==> src/rtl/dacbuf_pkg.sv <==
package dacbuf_pkg;

    typedef enum logic {
        BUF_EMPTY = 1'b0,
        BUF_FULL  = 1'b1
    } buf_state_e;

    typedef enum logic [2:0] {
        SEL_NONE,
        SEL_CFG,
        SEL_STAT,
        SEL_DATA,
        SEL_BUF
    } reg_sel_e;

endpackage

==> src/rtl/dacbuf_edge.sv <==
module dacbuf_edge (
    input  logic clk,
    input  logic rst_n,
    input  logic sig,
    input  logic falling,
    output logic hit
);

    logic prev_q;

    always_ff @(posedge clk) begin
        if (!rst_n) prev_q <= 1'b0;
        else        prev_q <= sig;
    end

    always_comb begin
        if (falling) hit = prev_q & ~sig;
        else         hit = ~prev_q & sig;
    end

endmodule

==> src/rtl/dacbuf_decode.sv <==
module dacbuf_decode
    import dacbuf_pkg::*;
#(
    parameter int NCH    = 2,
    parameter int ADDR_W = 3,
    parameter int IDX_W  = 1
) (
    input  logic [ADDR_W-1:0] addr,
    output reg_sel_e          sel,
    output logic [IDX_W-1:0]  idx
);

    localparam int unsigned DATA_BASE = 2;
    localparam int unsigned BUF_BASE  = 2 + NCH;
    localparam int unsigned MAP_END   = 2 + 2 * NCH;

    int unsigned a;

    always_comb begin
        a   = {{(32-ADDR_W){1'b0}}, addr};
        sel = SEL_NONE;
        idx = '0;
        if (a == 0) begin
            sel = SEL_CFG;
        end else if (a == 1) begin
            sel = SEL_STAT;
        end else if (a < BUF_BASE) begin
            sel = SEL_DATA;
            idx = IDX_W'(a - DATA_BASE);
        end else if (a < MAP_END) begin
            sel = SEL_BUF;
            idx = IDX_W'(a - BUF_BASE);
        end
    end

endmodule

==> src/rtl/dacbuf_chan.sv <==
module dacbuf_chan
    import dacbuf_pkg::*;
#(
    parameter int SAMPLE_W = 12,
    parameter int REG_W    = 16
) (
    input  logic                clk,
    input  logic                rst_n,
    input  logic                left_adj,
    input  logic                ev_en,
    input  logic                ev_out_en,
    input  logic                follow,
    input  logic                trig_hit,
    input  logic                wr_data,
    input  logic                wr_buf,
    input  logic [REG_W-1:0]    wdata,
    input  logic                clr_empty,
    input  logic                clr_under,
    output logic                start_q,
    output logic [SAMPLE_W-1:0] sample_q,
    output logic [REG_W-1:0]    data_view,
    output logic [REG_W-1:0]    buf_view,
    output logic                flag_empty,
    output logic                flag_under,
    output logic                empty_pulse
);

    localparam int PAD_W = REG_W - SAMPLE_W;

    buf_state_e          state_q, state_d;
    logic                ev, xfer, urun;
    logic [SAMPLE_W-1:0] wr_sample, buf_q;

    always_comb begin
        ev        = trig_hit & ev_en & ~follow;
        xfer      = ev && (state_q == BUF_FULL);
        urun      = ev && (state_q == BUF_EMPTY);
        wr_sample = left_adj ? wdata[REG_W-1 -: SAMPLE_W] : wdata[SAMPLE_W-1:0];
        data_view = left_adj ? {sample_q, {PAD_W{1'b0}}} : {{PAD_W{1'b0}}, sample_q};
        buf_view  = left_adj ? {buf_q, {PAD_W{1'b0}}}    : {{PAD_W{1'b0}}, buf_q};
    end

    // FILL, RELOAD, DRAIN, DRAIN_REFILL, STARVE
    always_comb begin
        state_d = state_q;
        unique case (state_q)
            BUF_EMPTY: if (wr_buf) state_d = BUF_FULL;
            BUF_FULL:  if (xfer && !wr_buf) state_d = BUF_EMPTY;
            default:   state_d = BUF_EMPTY;
        endcase
    end

    always_ff @(posedge clk) begin
        if (!rst_n) state_q <= BUF_EMPTY;
        else        state_q <= state_d;
    end

    always_ff @(posedge clk) begin
        if (!rst_n) begin
            start_q     <= 1'b0;
            empty_pulse <= 1'b0;
            sample_q    <= '0;
            buf_q       <= '0;
            flag_empty  <= 1'b0;
            flag_under  <= 1'b0;
        end else begin
            start_q     <= xfer | wr_data;
            empty_pulse <= xfer & ev_out_en;
            if (xfer)         sample_q <= buf_q;
            else if (wr_data) sample_q <= wr_sample;
            if (wr_buf) buf_q <= wr_sample;
            if (xfer)           flag_empty <= 1'b1;
            else if (clr_empty) flag_empty <= 1'b0;
            if (urun)           flag_under <= 1'b1;
            else if (clr_under) flag_under <= 1'b0;
        end
    end

    a_r2_write_starts: assert property (@(posedge clk) disable iff (!rst_n)
        wr_data |=> start_q);

    a_r3_event_loads: assert property (@(posedge clk) disable iff (!rst_n)
        xfer |=> (sample_q == $past(buf_q)) && start_q && flag_empty);

    a_r5_underrun_quiet: assert property (@(posedge clk) disable iff (!rst_n)
        (urun && !wr_data) |=> flag_under && !start_q && $stable(sample_q));

    a_r11_refill_stays_full: assert property (@(posedge clk) disable iff (!rst_n)
        (xfer && wr_buf) |=> (state_q == BUF_FULL) && (buf_q == $past(wr_sample)));

    a_r7_pulse_with_flag: assert property (@(posedge clk) disable iff (!rst_n)
        empty_pulse |-> flag_empty);

endmodule

==> src/rtl/dacbuf_ctrl.sv <==
module dacbuf_ctrl
    import dacbuf_pkg::*;
#(
    parameter int NCH      = 2,
    parameter int SAMPLE_W = 12,
    parameter int REG_W    = 16,
    parameter int ADDR_W   = 3
) (
    input  logic                    clk,
    input  logic                    rst_n,
    input  logic                    bus_we,
    input  logic [ADDR_W-1:0]       bus_waddr,
    input  logic [REG_W-1:0]        bus_wdata,
    input  logic [ADDR_W-1:0]       bus_raddr,
    output logic [REG_W-1:0]        bus_rdata,
    input  logic [NCH-1:0]          trig_in,
    output logic [NCH-1:0]          conv_start,
    output logic [NCH*SAMPLE_W-1:0] conv_sample,
    output logic [NCH-1:0]          empty_evt
);

    localparam int CFG_W  = 1 + 4 * NCH;
    localparam int IDX_W  = (NCH > 1) ? $clog2(NCH) : 1;
    localparam int PAD_W  = REG_W - SAMPLE_W;
    localparam int F_LEFT = 1;
    localparam int F_SOE  = 1 + NCH;
    localparam int F_FALL = 1 + 2 * NCH;
    localparam int F_EVT  = 1 + 3 * NCH;

    logic [CFG_W-1:0]    cfg_q;
    reg_sel_e            wsel, rsel;
    logic [IDX_W-1:0]    widx, ridx;
    logic [NCH-1:0]      start_q, flag_e, flag_u, hit;
    logic [REG_W-1:0]    data_view [NCH];
    logic [REG_W-1:0]    buf_view  [NCH];
    logic [SAMPLE_W-1:0] sample    [NCH];

    dacbuf_decode #(.NCH(NCH), .ADDR_W(ADDR_W), .IDX_W(IDX_W)) u_wdec (
        .addr(bus_waddr), .sel(wsel), .idx(widx)
    );

    dacbuf_decode #(.NCH(NCH), .ADDR_W(ADDR_W), .IDX_W(IDX_W)) u_rdec (
        .addr(bus_raddr), .sel(rsel), .idx(ridx)
    );

    always_ff @(posedge clk) begin
        if (!rst_n)                          cfg_q <= '0;
        else if (bus_we && wsel == SEL_CFG)  cfg_q <= bus_wdata[CFG_W-1:0];
    end

    for (genvar g = 0; g < NCH; g++) begin : g_ch
        localparam bit PARTNER = (g == 1);
        logic follow, wr_d, wr_b, clr_e, clr_u;

        assign follow = PARTNER && cfg_q[0];
        assign wr_d   = bus_we && (wsel == SEL_DATA) && (widx == IDX_W'(g));
        assign wr_b   = bus_we && (wsel == SEL_BUF)  && (widx == IDX_W'(g));
        assign clr_e  = bus_we && (wsel == SEL_STAT) && bus_wdata[g];
        assign clr_u  = bus_we && (wsel == SEL_STAT) && bus_wdata[NCH+g];

        dacbuf_edge u_edge (
            .clk(clk), .rst_n(rst_n), .sig(trig_in[g]),
            .falling(cfg_q[F_FALL+g]), .hit(hit[g])
        );

        dacbuf_chan #(.SAMPLE_W(SAMPLE_W), .REG_W(REG_W)) u_chan (
            .clk(clk), .rst_n(rst_n),
            .left_adj(cfg_q[F_LEFT+g]), .ev_en(cfg_q[F_SOE+g]),
            .ev_out_en(cfg_q[F_EVT+g]), .follow(follow),
            .trig_hit(hit[g]), .wr_data(wr_d), .wr_buf(wr_b),
            .wdata(bus_wdata), .clr_empty(clr_e), .clr_under(clr_u),
            .start_q(start_q[g]), .sample_q(sample[g]),
            .data_view(data_view[g]), .buf_view(buf_view[g]),
            .flag_empty(flag_e[g]), .flag_under(flag_u[g]),
            .empty_pulse(empty_evt[g])
        );

        assign conv_start[g] = follow ? start_q[0] : start_q[g];
        assign conv_sample[g*SAMPLE_W +: SAMPLE_W] = sample[g];
    end

    always_comb begin
        bus_rdata = '0;
        unique case (rsel)
            SEL_CFG:  bus_rdata = REG_W'(cfg_q);
            SEL_STAT: bus_rdata = REG_W'({flag_u, flag_e});
            SEL_DATA: bus_rdata = data_view[ridx];
            SEL_BUF:  bus_rdata = buf_view[ridx];
            default:  bus_rdata = '0;
        endcase
    end

    a_r9_pad_reads_zero: assert property (@(posedge clk) disable iff (!rst_n)
        (rsel == SEL_DATA && cfg_q[F_LEFT + int'(ridx)]) |-> (bus_rdata[PAD_W-1:0] == '0));

    a_r1_unmapped_reads_zero: assert property (@(posedge clk) disable iff (!rst_n)
        (rsel == SEL_NONE) |-> (bus_rdata == '0));

    if (NCH > 1) begin : g_pair
        a_r10_partner_ignores_trigger: assert property (@(posedge clk) disable iff (!rst_n)
            (cfg_q[0] && hit[1] && !(bus_we && wsel == SEL_STAT))
            |=> (flag_u[1] == $past(flag_u[1])) && (flag_e[1] == $past(flag_e[1])));
    end

endmodule

==> config.mk <==
export PLATFORM = sky130hd
export DESIGN_NAME = dacbuf_ctrl
export DESIGN_NICKNAME = d
export VERILOG_FILES = /design/src/rtl/dacbuf_pkg.sv /design/src/rtl/dacbuf_edge.sv /design/src/rtl/dacbuf_decode.sv /design/src/rtl/dacbuf_chan.sv /design/src/rtl/dacbuf_ctrl.sv
export SDC_FILE = /design/constraint.sdc
export NUM_CORES = 1
export LEC_CHECK = 0
export BUFFER_PORTS_ARGS = -buffer_cell sky130_fd_sc_hd__buf_4
export CORE_MARGIN = 1
export CORE_UTILIZATION = 25
export CTS_BUF_LIST = sky130_fd_sc_hd__clkbuf_2 sky130_fd_sc_hd__clkbuf_4 sky130_fd_sc_hd__clkbuf_8
export DETAILED_ROUTE_END_ITERATION = 8
export MAX_ROUTING_LAYER = met4
export PLACE_DENSITY = 0.52
export SLEW_MARGIN = 20
export SYNTH_ARGS = -nofsm -noshare
export SYNTH_HDL_FRONTEND = slang
export SYNTH_SLANG_ARGS = --single-unit
==> constraint.sdc <==
create_clock -name clk -period 3.7 [get_ports clk]
set_input_delay 0.74 -clock clk [delete_from_list [all_inputs] [get_ports clk]]
set_output_delay 0.74 -clock clk [all_outputs]
set_load 0.005 [all_outputs]
==> impl_metrics.env, run 1 <==
export IMPL_yosys_area_share_xor_xnor=0.00651
export IMPL_cts_root_buf="clkbuf_8"
export IMPL_powerDensity_mw_per_mm2=331
export IMPL_netlist_area_leader_share=0.327
export IMPL_core_mm2=0.0165
export IMPL_wire_per_inst_um=18.7
export IMPL_critPathTopFamily="flip-flops"
export IMPL_min_period_over_period=0.806
export IMPL_drc=0
export IMPL_worst_pin_slew_ns=1.09
export IMPL_syn_avg_cell_area_um2=8.44
export IMPL_synth_most_common_cell="nand2_1"
export IMPL_slowest_stage="dfxtp_2"
export IMPL_relSlewSlack=0.273
export IMPL_first_pass_iters=6
export IMPL_grt_max_degree=70
export IMPL_place_congestion=0.931
export IMPL_hold_viol_final=0
export IMPL_synthCells=501
export IMPL_synth_compound_area_share=0.288
export IMPL_clock_fmax_mhz=336
export IMPL_postCtsSetupBuffers=0
export IMPL_ctsHoldBuffers=0
export IMPL_finalSetupTns_ns=0
export IMPL_top_usage_layer="met2"
export IMPL_worstSetupPathType="register to output pin"
export IMPL_muxShareOfSynthArea=0.142
export IMPL_grt_util_met2=0.266
export IMPL_ir_drop_mv=0.132
export IMPL_synth_edf_count=0
export IMPL_area_delta_synth_final_pct=18.1
export IMPL_h_tree_depth=3
export IMPL_grt_pass1_wl_um=22100
export IMPL_finalSetupViolCount=0
export IMPL_dp_hpwl_um=10600
export IMPL_synth_ff_type="dfxtp_1"
export IMPL_antenna_found_initial=0
export IMPL_utilization=0.302
export IMPL_ctsResizeCount=0
export IMPL_status="finished clean"
export IMPL_yosys_top_cells_area="dfxtp_1 (33%), mux2i_1 (9.7%), nand2_1 (9.2%)"
export IMPL_maxCapViolCount=0
export IMPL_leakage_uw=0.00197
export IMPL_synth_area_mm2=0.00423
export IMPL_hp_class="register to register"
export IMPL_die_h_um=132
export IMPL_port_buffers=70
export IMPL_skew_ns=0.0101
export IMPL_clk_pin_slew_ns=0.08
export IMPL_synth_nets=528
export IMPL_fp_dieW_um=132
export IMPL_fin_crit_ns=2.98
export IMPL_drv_slew=0
export IMPL_p_total_uw=1650
export IMPL_via_per_inst=5.15
export IMPL_fillers=1743
export IMPL_clock_path_buffers=2
export IMPL_insertion_delay_ns=0.35
export IMPL_drt_initial_drc_count=271
export IMPL_synthAdderAreaFrac=0
export IMPL_worstSetupStartpointType="register"
export IMPL_setup_worst_path_end_class="output pin"
export IMPL_rows=47
export IMPL_grt_pass1_vias=3903
export IMPL_worstPathArrival_ns=2.24
export IMPL_ys_ff_latch=69
export IMPL_layout_drive_gt1_share=0.215
export IMPL_dr_total_vias=3936
export IMPL_start_util=0.256
export IMPL_ios=71
export IMPL_cp_required_ns=2.96
export IMPL_antenna_left=0
export IMPL_wirelength_um=14300
export IMPL_crit_top_cell="buf_4"
export IMPL_diodes=0
export IMPL_use_met3=0.0285
export IMPL_cts_tree="built"
export IMPL_clock_sinks=69
export IMPL_path_buf_inv=2
export IMPL_numCtsBuffers=9
export IMPL_dpl_cell_area_mm2=0.00480
export IMPL_path_cells="buf_4, nand2_1, nor2_1, a31oi_1, o22ai_1, buf_4"
export IMPL_die_area_mm2=0.0174
export IMPL_yosys_area_share_simple=0.170
export IMPL_final_nets=566
export IMPL_grt_util_all_layers=0.170
export IMPL_synth_largest_area_cell="dfxtp_1"
export IMPL_ys_types=45
export IMPL_crit_fanout=37
export IMPL_grt_ovfl_total=0
export IMPL_final_area_mm2=0.00499
export IMPL_synth_commonest_cells="nand2_1 (104), dfxtp_1 (69), mux2i_1 (41)"
export IMPL_yosys_warnings=0
export IMPL_asyncSetResetFlopFracSynth=0
export IMPL_met1_usage=0.221
export IMPL_max_stage_delay_ns=0.84
export IMPL_synth_top_family_by_area="compound AO/OA/AOI/OAI gates"
export IMPL_ys_seq_area_frac=0.327
export IMPL_rsz0062_at_grt="false"
==> sequential cells by signal, indices dropped and copies added (netlist names) <==
name	count
g_ch.u_chan.flag_under	2
g_ch.u_chan.buf_q	24
g_ch.u_edge.prev_q	2
g_ch.u_chan.state_q	2
g_ch.u_chan.flag_empty	2
cfg_q	9
g_ch.u_chan.start_q	2
g_ch.u_chan.sample_q	24
g_ch.u_chan.empty_pulse	2
==> cells in the final DEF (no fill, tap or decap), types with 2 or more instances in the layout <==
master,netlist,final
and3_1,2,2
a211oi_1,4,4
a21boi_1,30,30
clkinvlp_4,0,2
a211o_1,3,3
o22ai_1,5,5
inv_1,3,3
clkbuf_8,0,9
nor3_2,2,2
o211ai_1,30,30
a21boi_0,7,7
buf_4,14,75
a31oi_1,13,13
mux2i_1,41,41
mux2_2,13,13
and2_1,2,2
nand3_1,4,4
mux4_2,2,2
o21ai_0,9,9
nand2b_1,9,9
dfxtp_1,69,67
dfxtp_2,0,2
and3b_1,2,2
o211a_1,25,25
nor3_1,2,2
clkinv_2,0,2
nand2_1,104,104
nor2_1,9,9
a21oi_1,27,27
nor2b_1,11,11
o21a_1,6,6
o21ai_1,6,6
nor3b_2,2,2
==> power by group <==
group	leakage [uW]	switching, uW	internal [uW]	total [uW]
clock	0.0000957	311	318	629
combinational	0.00132	120	102	222
sequential	0.000561	35.8	765	801
==> routing by layer <==
layer  share of wire  vias to the layer above
met1            0.46                     1919
met4           0.020                        0
met3           0.051                       14
met2            0.47                      122
met5               0                        -
li1                -                     1881
==> cell families (layout without fill, tap and decap cells) <==
| group | after synthesis | in the layout |
|---|---|---|
| buf+inv | 51 | 94 |
| mux | 56 | 56 |
| xor+xnor | 1 | 1 |
| compound gates | 169 | 169 |
| flops | 69 | 69 |
| simple gates | 155 | 155 |
==> worst register-to-register path: stages (launching register included) <==
cell	delay, ns
dfxtp_2	0.84
buf_4	0.37
mux2i_1	0.39
nand2_1	0.09
o211ai_1	0.13
a21boi_1	0.09
==> per-stage QoR <==
stage	cells	setup WS, ns	hold slack [ns]
2_1_floorplan	501	1.29	0.444
3_3_place_gp	748	0.808	0.478
3_5_place_dp	748	0.793	0.484
4_1_cts	764	0.715	0.494
5_1_grt	764	0.565	0.530
6_report	764	0.720	0.496
==> layout make-up <==
| type | instances | area [um^2] | share of cell area |
|---|---|---|---|
| Clock inverter | 6 | 63.8 | 0.0128 |
| Multi-Input combinational cell | 381 | 2570 | 0.514 |
| Timing Repair Buffer | 75 | 563 | 0.113 |
| Inverter | 3 | 11.3 | 0.00225 |
| Sequential cell | 69 | 1380 | 0.277 |
| Tap cell | 220 | 275 | 0.0551 |
| Clock buffer | 10 | 131 | 0.0263 |
==> worst paths after layout <==
path                                         startpoint  depth (start not counted)                    endpoint  slack (ns)
worst max-delay path                           cfg_q[1]                          6               bus_rdata[15]        0.72
worst min register to register  g_ch[0].u_chan.buf_q[3]                          2  g_ch[0].u_chan.sample_q[3]        0.50
worst max register to register                 cfg_q[1]                          5  g_ch[0].u_chan.sample_q[7]        1.66
worst min-delay path            g_ch[0].u_chan.buf_q[3]                          2  g_ch[0].u_chan.sample_q[3]        0.50
Power figures use the tool's default switching activity.
==> inputs of run 2 (changes only) <==
Settings changed: ABC_AREA set to 1.
Clock period 3.7 ns to 3.03 ns, I/O delays scaled along.
==> run 2 against run 1 <==
Against the previous run:
- synthesized cell count is 36% higher
- critical endpoint is now bus_rdata[6]
- register-to-register slack worse by 0.51 ns
- critical path depth is 1 higher
- final cell count is 23% higher
- total power is 33% higher
- combinational power is 55% higher
- clock-buffer cell count stayed put
- non-clock buffer count is 4 higher
- sequential share of layout area is 0.81 points lower
- utilization is 0.42 points higher
- clock power is 41% higher
==> impl_metrics.env, run 2 <==
export IMPL_final_cell_mix="nand2_1 (189), o21ai_0 (83), a21oi_1 (81)"
export IMPL_multiInputGateArea_mm2=0.00242
export IMPL_hold_ws_ns=0.417
export IMPL_netlist_area_leader_share=0.318
export IMPL_die_h_um=134
export IMPL_grt_pass1_wl_um=25200
export IMPL_wire_per_inst_um=17.5
export IMPL_clock_fmax_mhz=402
export IMPL_place_congestion=0.897
export IMPL_drc=0
export IMPL_skew_ns=0.00942
export IMPL_synth_edf_count=0
export IMPL_yosys_area_share_simple=0.312
export IMPL_p_comb_frac=0.158
export IMPL_fin_crit_ns=2.49
export IMPL_yosys_area_share_xor_xnor=0
export IMPL_worstSetupStartpointType="register"
export IMPL_maxCapViolCount=0
export IMPL_first_pass_iters=5
export IMPL_start_util=0.259
export IMPL_min_to="g_ch[1].u_edge.prev_q"
export IMPL_whs_path_depth=3
export IMPL_via_per_inst=5.01
export IMPL_clock_sinks=69
export IMPL_p_int_uw=1530
export IMPL_ios=71
export IMPL_synthCells=681
export IMPL_cts_tree="built"
export IMPL_finalSetupViolCount=0
export IMPL_antenna_left=0
export IMPL_wirelength_um=16500
export IMPL_fillers=1919
export IMPL_powerDensity_mw_per_mm2=426
export IMPL_dr_total_vias=4727
export IMPL_ir_drop_mv=0.164
export IMPL_final_nets=745
export IMPL_synth_nets=708
export IMPL_rr_worst_depth=3
export IMPL_port_buffers=70
export IMPL_syn_avg_cell_area_um2=6.37
export IMPL_ys_types=30
export IMPL_r2r_end="g_ch[1].u_chan.empty_pulse"
export IMPL_path_cells="buf_4, inv_2, nand2_1, a21oi_1, o21ai_1, o211ai_1, buf_4"
export IMPL_cp_required_ns=2.42
export IMPL_rows=47
export IMPL_status="finished clean"
export IMPL_clk_pin_slew_ns=0.08
export IMPL_relSlewSlack=0.454
export IMPL_rsz0062_at_grt="false"
export IMPL_grt_util_all_layers=0.193
export IMPL_grt_ovfl_total=0
export IMPL_area_delta_synth_final_pct=18.3
export IMPL_worstSetupPathType="register to output pin"
export IMPL_dp_hpwl_um=12300
export IMPL_layout_area_seq_mm2=0.00138
export IMPL_synth_most_common_cell="nand2_1"
export IMPL_yosys_warnings=0
export IMPL_die_area_mm2=0.0179
export IMPL_crit_top_cell="buf_4"
export IMPL_synth_area_mm2=0.00434
export IMPL_numCtsBuffers=9
export IMPL_p_sw_uw=655
export IMPL_top_regs="g_ch.u_chan.buf_q: 24 flops, g_ch.u_chan.sample_q: 24 flops, cfg_q: 9 flops"
export IMPL_synth_ff_type="dfxtp_1"
export IMPL_ys_ff_latch=69
export IMPL_yosys_top_cells_area="dfxtp_1 (32%), nand2_1 (16%), o21ai_0 (9.6%)"
export IMPL_core_mm2=0.0168
export IMPL_ff2ff_setup_slack_ns=1.15
export IMPL_hp_class="input pin to register"
export IMPL_cts_root_buf="clkbuf_8"
export IMPL_swShare=0.299
export IMPL_utilization=0.306
export IMPL_synth_largest_area_cell="dfxtp_1"
export IMPL_layout_commonest_cell="nand2_1"
export IMPL_clock_path_buffers=2
export IMPL_finalSetupTns_ns=0
export IMPL_synth_commonest_cells="nand2_1 (189), o21ai_0 (83), a21oi_1 (81)"
export IMPL_insertion_delay_ns=0.38
export IMPL_synth_top_family_by_area="simple AND/OR/NAND/NOR gates"
export IMPL_ctsResizeCount=0
export IMPL_synth_compound_area_share=0.245
export IMPL_p_seq_frac=0.439
export IMPL_postCtsSetupBuffers=0
export IMPL_slowest_stage="dfxtp_1"
export IMPL_ctsHoldBuffers=0
export IMPL_asyncSetResetFlopFracSynth=0
export IMPL_muxShareOfSynthArea=0
export IMPL_diodes=0
export IMPL_grt_max_degree=37
export IMPL_setup_worst_path_end_class="output pin"
export IMPL_grt_pass1_vias=4201
export IMPL_leakage_uw=0.00202
export IMPL_min_period_over_period=0.821
export IMPL_synthAdderAreaFrac=0
export IMPL_worst_pin_slew_ns=0.817
export IMPL_clockPowerShare=0.404
export IMPL_layout_drive_gt1_share=0.166
export IMPL_antenna_found_initial=0
export IMPL_ys_seq_area_frac=0.318
export IMPL_reg2reg_from="g_ch[1].u_edge.prev_q"
export IMPL_drt_initial_drc_count=529
export IMPL_crit_fanout=25
export IMPL_crit_start="cfg_q[1]"
export IMPL_worstPathArrival_ns=1.88
export IMPL_drv_slew=0
export IMPL_hp_start="trig_in[1]"
export IMPL_h_tree_depth=3
export IMPL_hold_viol_final=0
export IMPL_fp_dieW_um=134
export IMPL_max_stage_delay_ns=0.33
==> run 2: cell types whose count changed after synthesis, moves of 13 or more <==
cell	delta
nand2_1	+85
o21ai_0	+74
inv_1	+56
nand3_1	+55
a21oi_1	+54
mux2i_1	-41
a21boi_1	-30
nand4_1	+26
o211a_1	-25
o211ai_1	-16
a31oi_1	-13
mux2_2	-13
==> run 2: through the flow <==
stage / power [uW] / instance area [um^2] / setup slack, ns / cells
after floorplan: 1180 / 4340 / 1.03 / 681
after global placement: 1320 / 4910 / 0.565 / 927
after detailed placement: 1320 / 4910 / 0.560 / 927
after CTS: 2200 / 5140 / 0.522 / 943
after global routing: 2290 / 5140 / 0.404 / 943
final: 2190 / 5140 / 0.542 / 943
==> run 2: worst max-delay path by stage <==
stage,cells past startpoint,slack (ns),endpoint
floorplan,7,1.03,bus_rdata[8]
global placement,7,0.56,bus_rdata[7]
detailed placement,7,0.56,bus_rdata[7]
CTS,7,0.52,bus_rdata[6]
global route,6,0.40,bus_rdata[7]
finish,7,0.54,bus_rdata[6]
==> run 2: metal layers <==
layer	routed length, um	GRT usage	vias up
met4	342	0.0663	0
met5	0	-	-
li1	-	-	2349
met3	1120	0.0312	21
met1	7880	0.271	2159
met2	7130	0.278	198
==> run 2: power groups by stage <==
stage,combinational (uW),clock [uW],sequential [uW]
after global placement,342,0,981
after floorplan,209,0,970
after CTS,343,899,960
after global routing,379,947,964
final,345,884,960
after detailed placement,342,0,981
==> run 2: cell families after synthesis <==
group,count (synthesis)
DFF,69
buffers and inverters,118
and+or+nand+nor,297
AOI/OAI and AO/OA,197
==> run 2: area by class of cell <==
| type | instances | share of cell area |
|---|---|---|
| Timing Repair Buffer | 79 | 0.115 |
| Sequential cell | 69 | 0.269 |
| Clock buffer | 10 | 0.0268 |
| Tap cell | 220 | 0.0536 |
| Multi-Input combinational cell | 494 | 0.471 |
| Clock inverter | 6 | 0.0168 |
| Inverter | 65 | 0.0475 |
==> run 2: worst max-delay path: cells and delay by family (launching register included) <==
family | cells | cell delay [ns]
and+or+nand+nor | 1 | 0.09
buffers and inverters | 3 | 0.63
AOI/OAI and AO/OA | 3 | 0.45
DFF | 1 | 0.33
==> inputs of run 3 (changes only) <==
Settings changed: PLACE_DENSITY 0.52 to 0.53.
Clock period 3.03 ns to 2.2 ns, I/O delays scaled along.
==> run 3 against run 2 <==
Against the previous run:
- via count is 1.2% lower
- worst hold slack worse by 0.15 ns
- critical endpoint is now bus_rdata[4]
- utilization is 0.92 points higher
- highest routed layer unchanged
- clock skew is 0.00067 ns lower
- critical path type unchanged
==> impl_metrics.env, run 3 (synthesis results as in run 2) <==
export IMPL_slowest_stage="dfxtp_2"
export IMPL_grt_pass1_vias=4242
export IMPL_rr_worst_depth=6
export IMPL_stdcell_count=958
export IMPL_ir_drop_mv=0.224
export IMPL_fillers=1891
export IMPL_ff2ff_setup_slack_ns=0.61
export IMPL_final_cell_mix="nand2_1 (189), buf_4 (89), o21ai_0 (83)"
export IMPL_h_tree_depth=3
export IMPL_place_congestion=0.872
export IMPL_powerDensity_mw_per_mm2=553
export IMPL_ctsHoldBuffers=0
export IMPL_antenna_left=0
export IMPL_rsz0062_at_grt="false"
export IMPL_via_per_inst=4.87
export IMPL_min_to="g_ch[1].u_edge.prev_q"
export IMPL_final_nets=760
export IMPL_status="finished clean"
export IMPL_reg2reg_from="cfg_q[1]"
export IMPL_cts_root_buf="clkbuf_8"
export IMPL_worst_pin_slew_ns=0.618
export IMPL_drt_initial_drc_count=417
export IMPL_layout_drive_gt1_share=0.187
export IMPL_dp_hpwl_um=12100
export IMPL_drc=0
export IMPL_worstSetupStartpointType="register"
export IMPL_layout_commonest_cell="nand2_1"
export IMPL_numCtsBuffers=9
export IMPL_wire_per_inst_um=16.9
export IMPL_dpl_cell_area_mm2=0.00505
export IMPL_setup_worst_path_end_class="output pin"
export IMPL_place_inst=940
export IMPL_worstPathArrival_ns=1.63
export IMPL_top_regs="g_ch.u_chan.buf_q: 24 flops, g_ch.u_chan.sample_q: 24 flops, cfg_q: 9 flops"
export IMPL_area_delta_synth_final_pct=21.9
export IMPL_ios=71
export IMPL_max_stage_delay_ns=0.46
export IMPL_clock_path_buffers=2
export IMPL_start_util=0.259
export IMPL_path_cells="buf_12, nand2_1, o21ai_0, a21oi_1, o21ai_1, nand3_1, buf_4"
export IMPL_hp_start="trig_in[1]"
export IMPL_drv_slew=0
export IMPL_relSlewSlack=0.584
export IMPL_insertion_delay_ns=0.36
export IMPL_finalSetupViolCount=0
export IMPL_wirelength_um=16200
export IMPL_hp_class="input pin to register"
export IMPL_clock_fmax_mhz=482
export IMPL_core_mm2=0.0168
export IMPL_grt_pass1_wl_um=24900
export IMPL_grt_max_degree=37
export IMPL_grt_ovfl_total=0
export IMPL_r2r_end="g_ch[0].u_chan.sample_q[7]"
export IMPL_antenna_found_initial=0
export IMPL_finalSetupTns_ns=0
export IMPL_final_area_mm2=0.00529
export IMPL_port_buffers=70
export IMPL_clk_pin_slew_ns=0.08
export IMPL_first_pass_iters=5
export IMPL_dr_total_vias=4669
export IMPL_skew_ns=0.00874
export IMPL_cts_tree="built"
export IMPL_rows=47
export IMPL_hold_viol_final=0
export IMPL_crit_fanout=24
export IMPL_maxCapViolCount=0
export IMPL_fp_dieW_um=134
export IMPL_fin_crit_ns=2.07
export IMPL_whs_path_depth=3
export IMPL_min_period_over_period=0.943
export IMPL_clock_sinks=69
export IMPL_cp_required_ns=1.76
export IMPL_die_h_um=134
export IMPL_worstSetupPathType="register to output pin"
export IMPL_grt_util_all_layers=0.189
export IMPL_diodes=0
export IMPL_leakage_uw=0.00210
export IMPL_die_area_mm2=0.0179
==> run 3: cell count changes in the layout (fill, tap and decap cells not counted), moves of 2 or more <==
cell	before	now
a21oi_1	81	79
a21oi_2	5	7
buf_12	0	4
buf_4	79	89
clkbuf_4	0	2
==> run 3: metrics by stage <==
step	setup WS [ns]	hold WS, ns	util	total power, uW
after global placement	0.0722	0.477	0.301	1850
after detailed placement	0.0733	0.488	0.301	1850
after floorplan	0.533	0.437	-	1620
final	0.126	0.267	0.316	2920
after CTS	0.0733	0.254	0.313	2930
after global routing	0.0311	0.265	0.316	3060
==> run 3: layout make-up <==
cell class              instances  area, um^2  share of cell area
multi-input cells             494        2430               0.459
inverters                      65         246              0.0466
well taps                     220         275              0.0520
repair buffers                 94         759               0.144
flip-flops and latches         69        1380               0.261
clock inverters                 4        47.5             0.00899
clock buffers                  12         153              0.0289
==> run 3: worst max-delay path by stage <==
stage | startpoint | slack (ns) | endpoint | cells past startpoint
CTS | bus_raddr[2] | 0.07 | bus_rdata[5] | 8
floorplan | bus_raddr[0] | 0.53 | bus_rdata[8] | 7
global placement | bus_raddr[2] | 0.07 | bus_rdata[5] | 8
global route | cfg_q[2] | 0.03 | bus_rdata[3] | 7
finish | cfg_q[1] | 0.13 | bus_rdata[4] | 7
detailed placement | bus_raddr[2] | 0.07 | bus_rdata[5] | 8
==> run 3: what timing repair did <==
action / CTS / global route
endpoints found under the setup margin: 3 / 8
buffers inserted: 0 / 2
gates resized for setup: 1 / 5
pin swaps: 0 / 1
==> run 3: where the power goes <==
part / switching, uW / total, uW / internal [uW] / leakage, uW
logic: 321 / 511 / 189 / 0.00144
clock network: 513 / 1090 / 577 / 0.000103
registers: 36.8 / 1320 / 1290 / 0.000560
==> run 3: per-layer routing <==
layer | vias up | GRT usage | share of wire
li1 | 2376 | - | -
met2 | 147 | 0.272 | 0.43
met3 | 9 | 0.0285 | 0.055
met1 | 2137 | 0.274 | 0.50
met4 | 0 | 0.0448 | 0.0095
met5 | - | - | 0
==> run 3: critical path, delay by kind of cell (launching register included) <==
| family | cells | cell delay, ns |
|---|---|---|
| AOI/OAI and AO/OA | 3 | 0.26 |
| buffers and inverters | 2 | 0.35 |
| DFF | 1 | 0.46 |
| and+or+nand+nor | 2 | 0.20 |
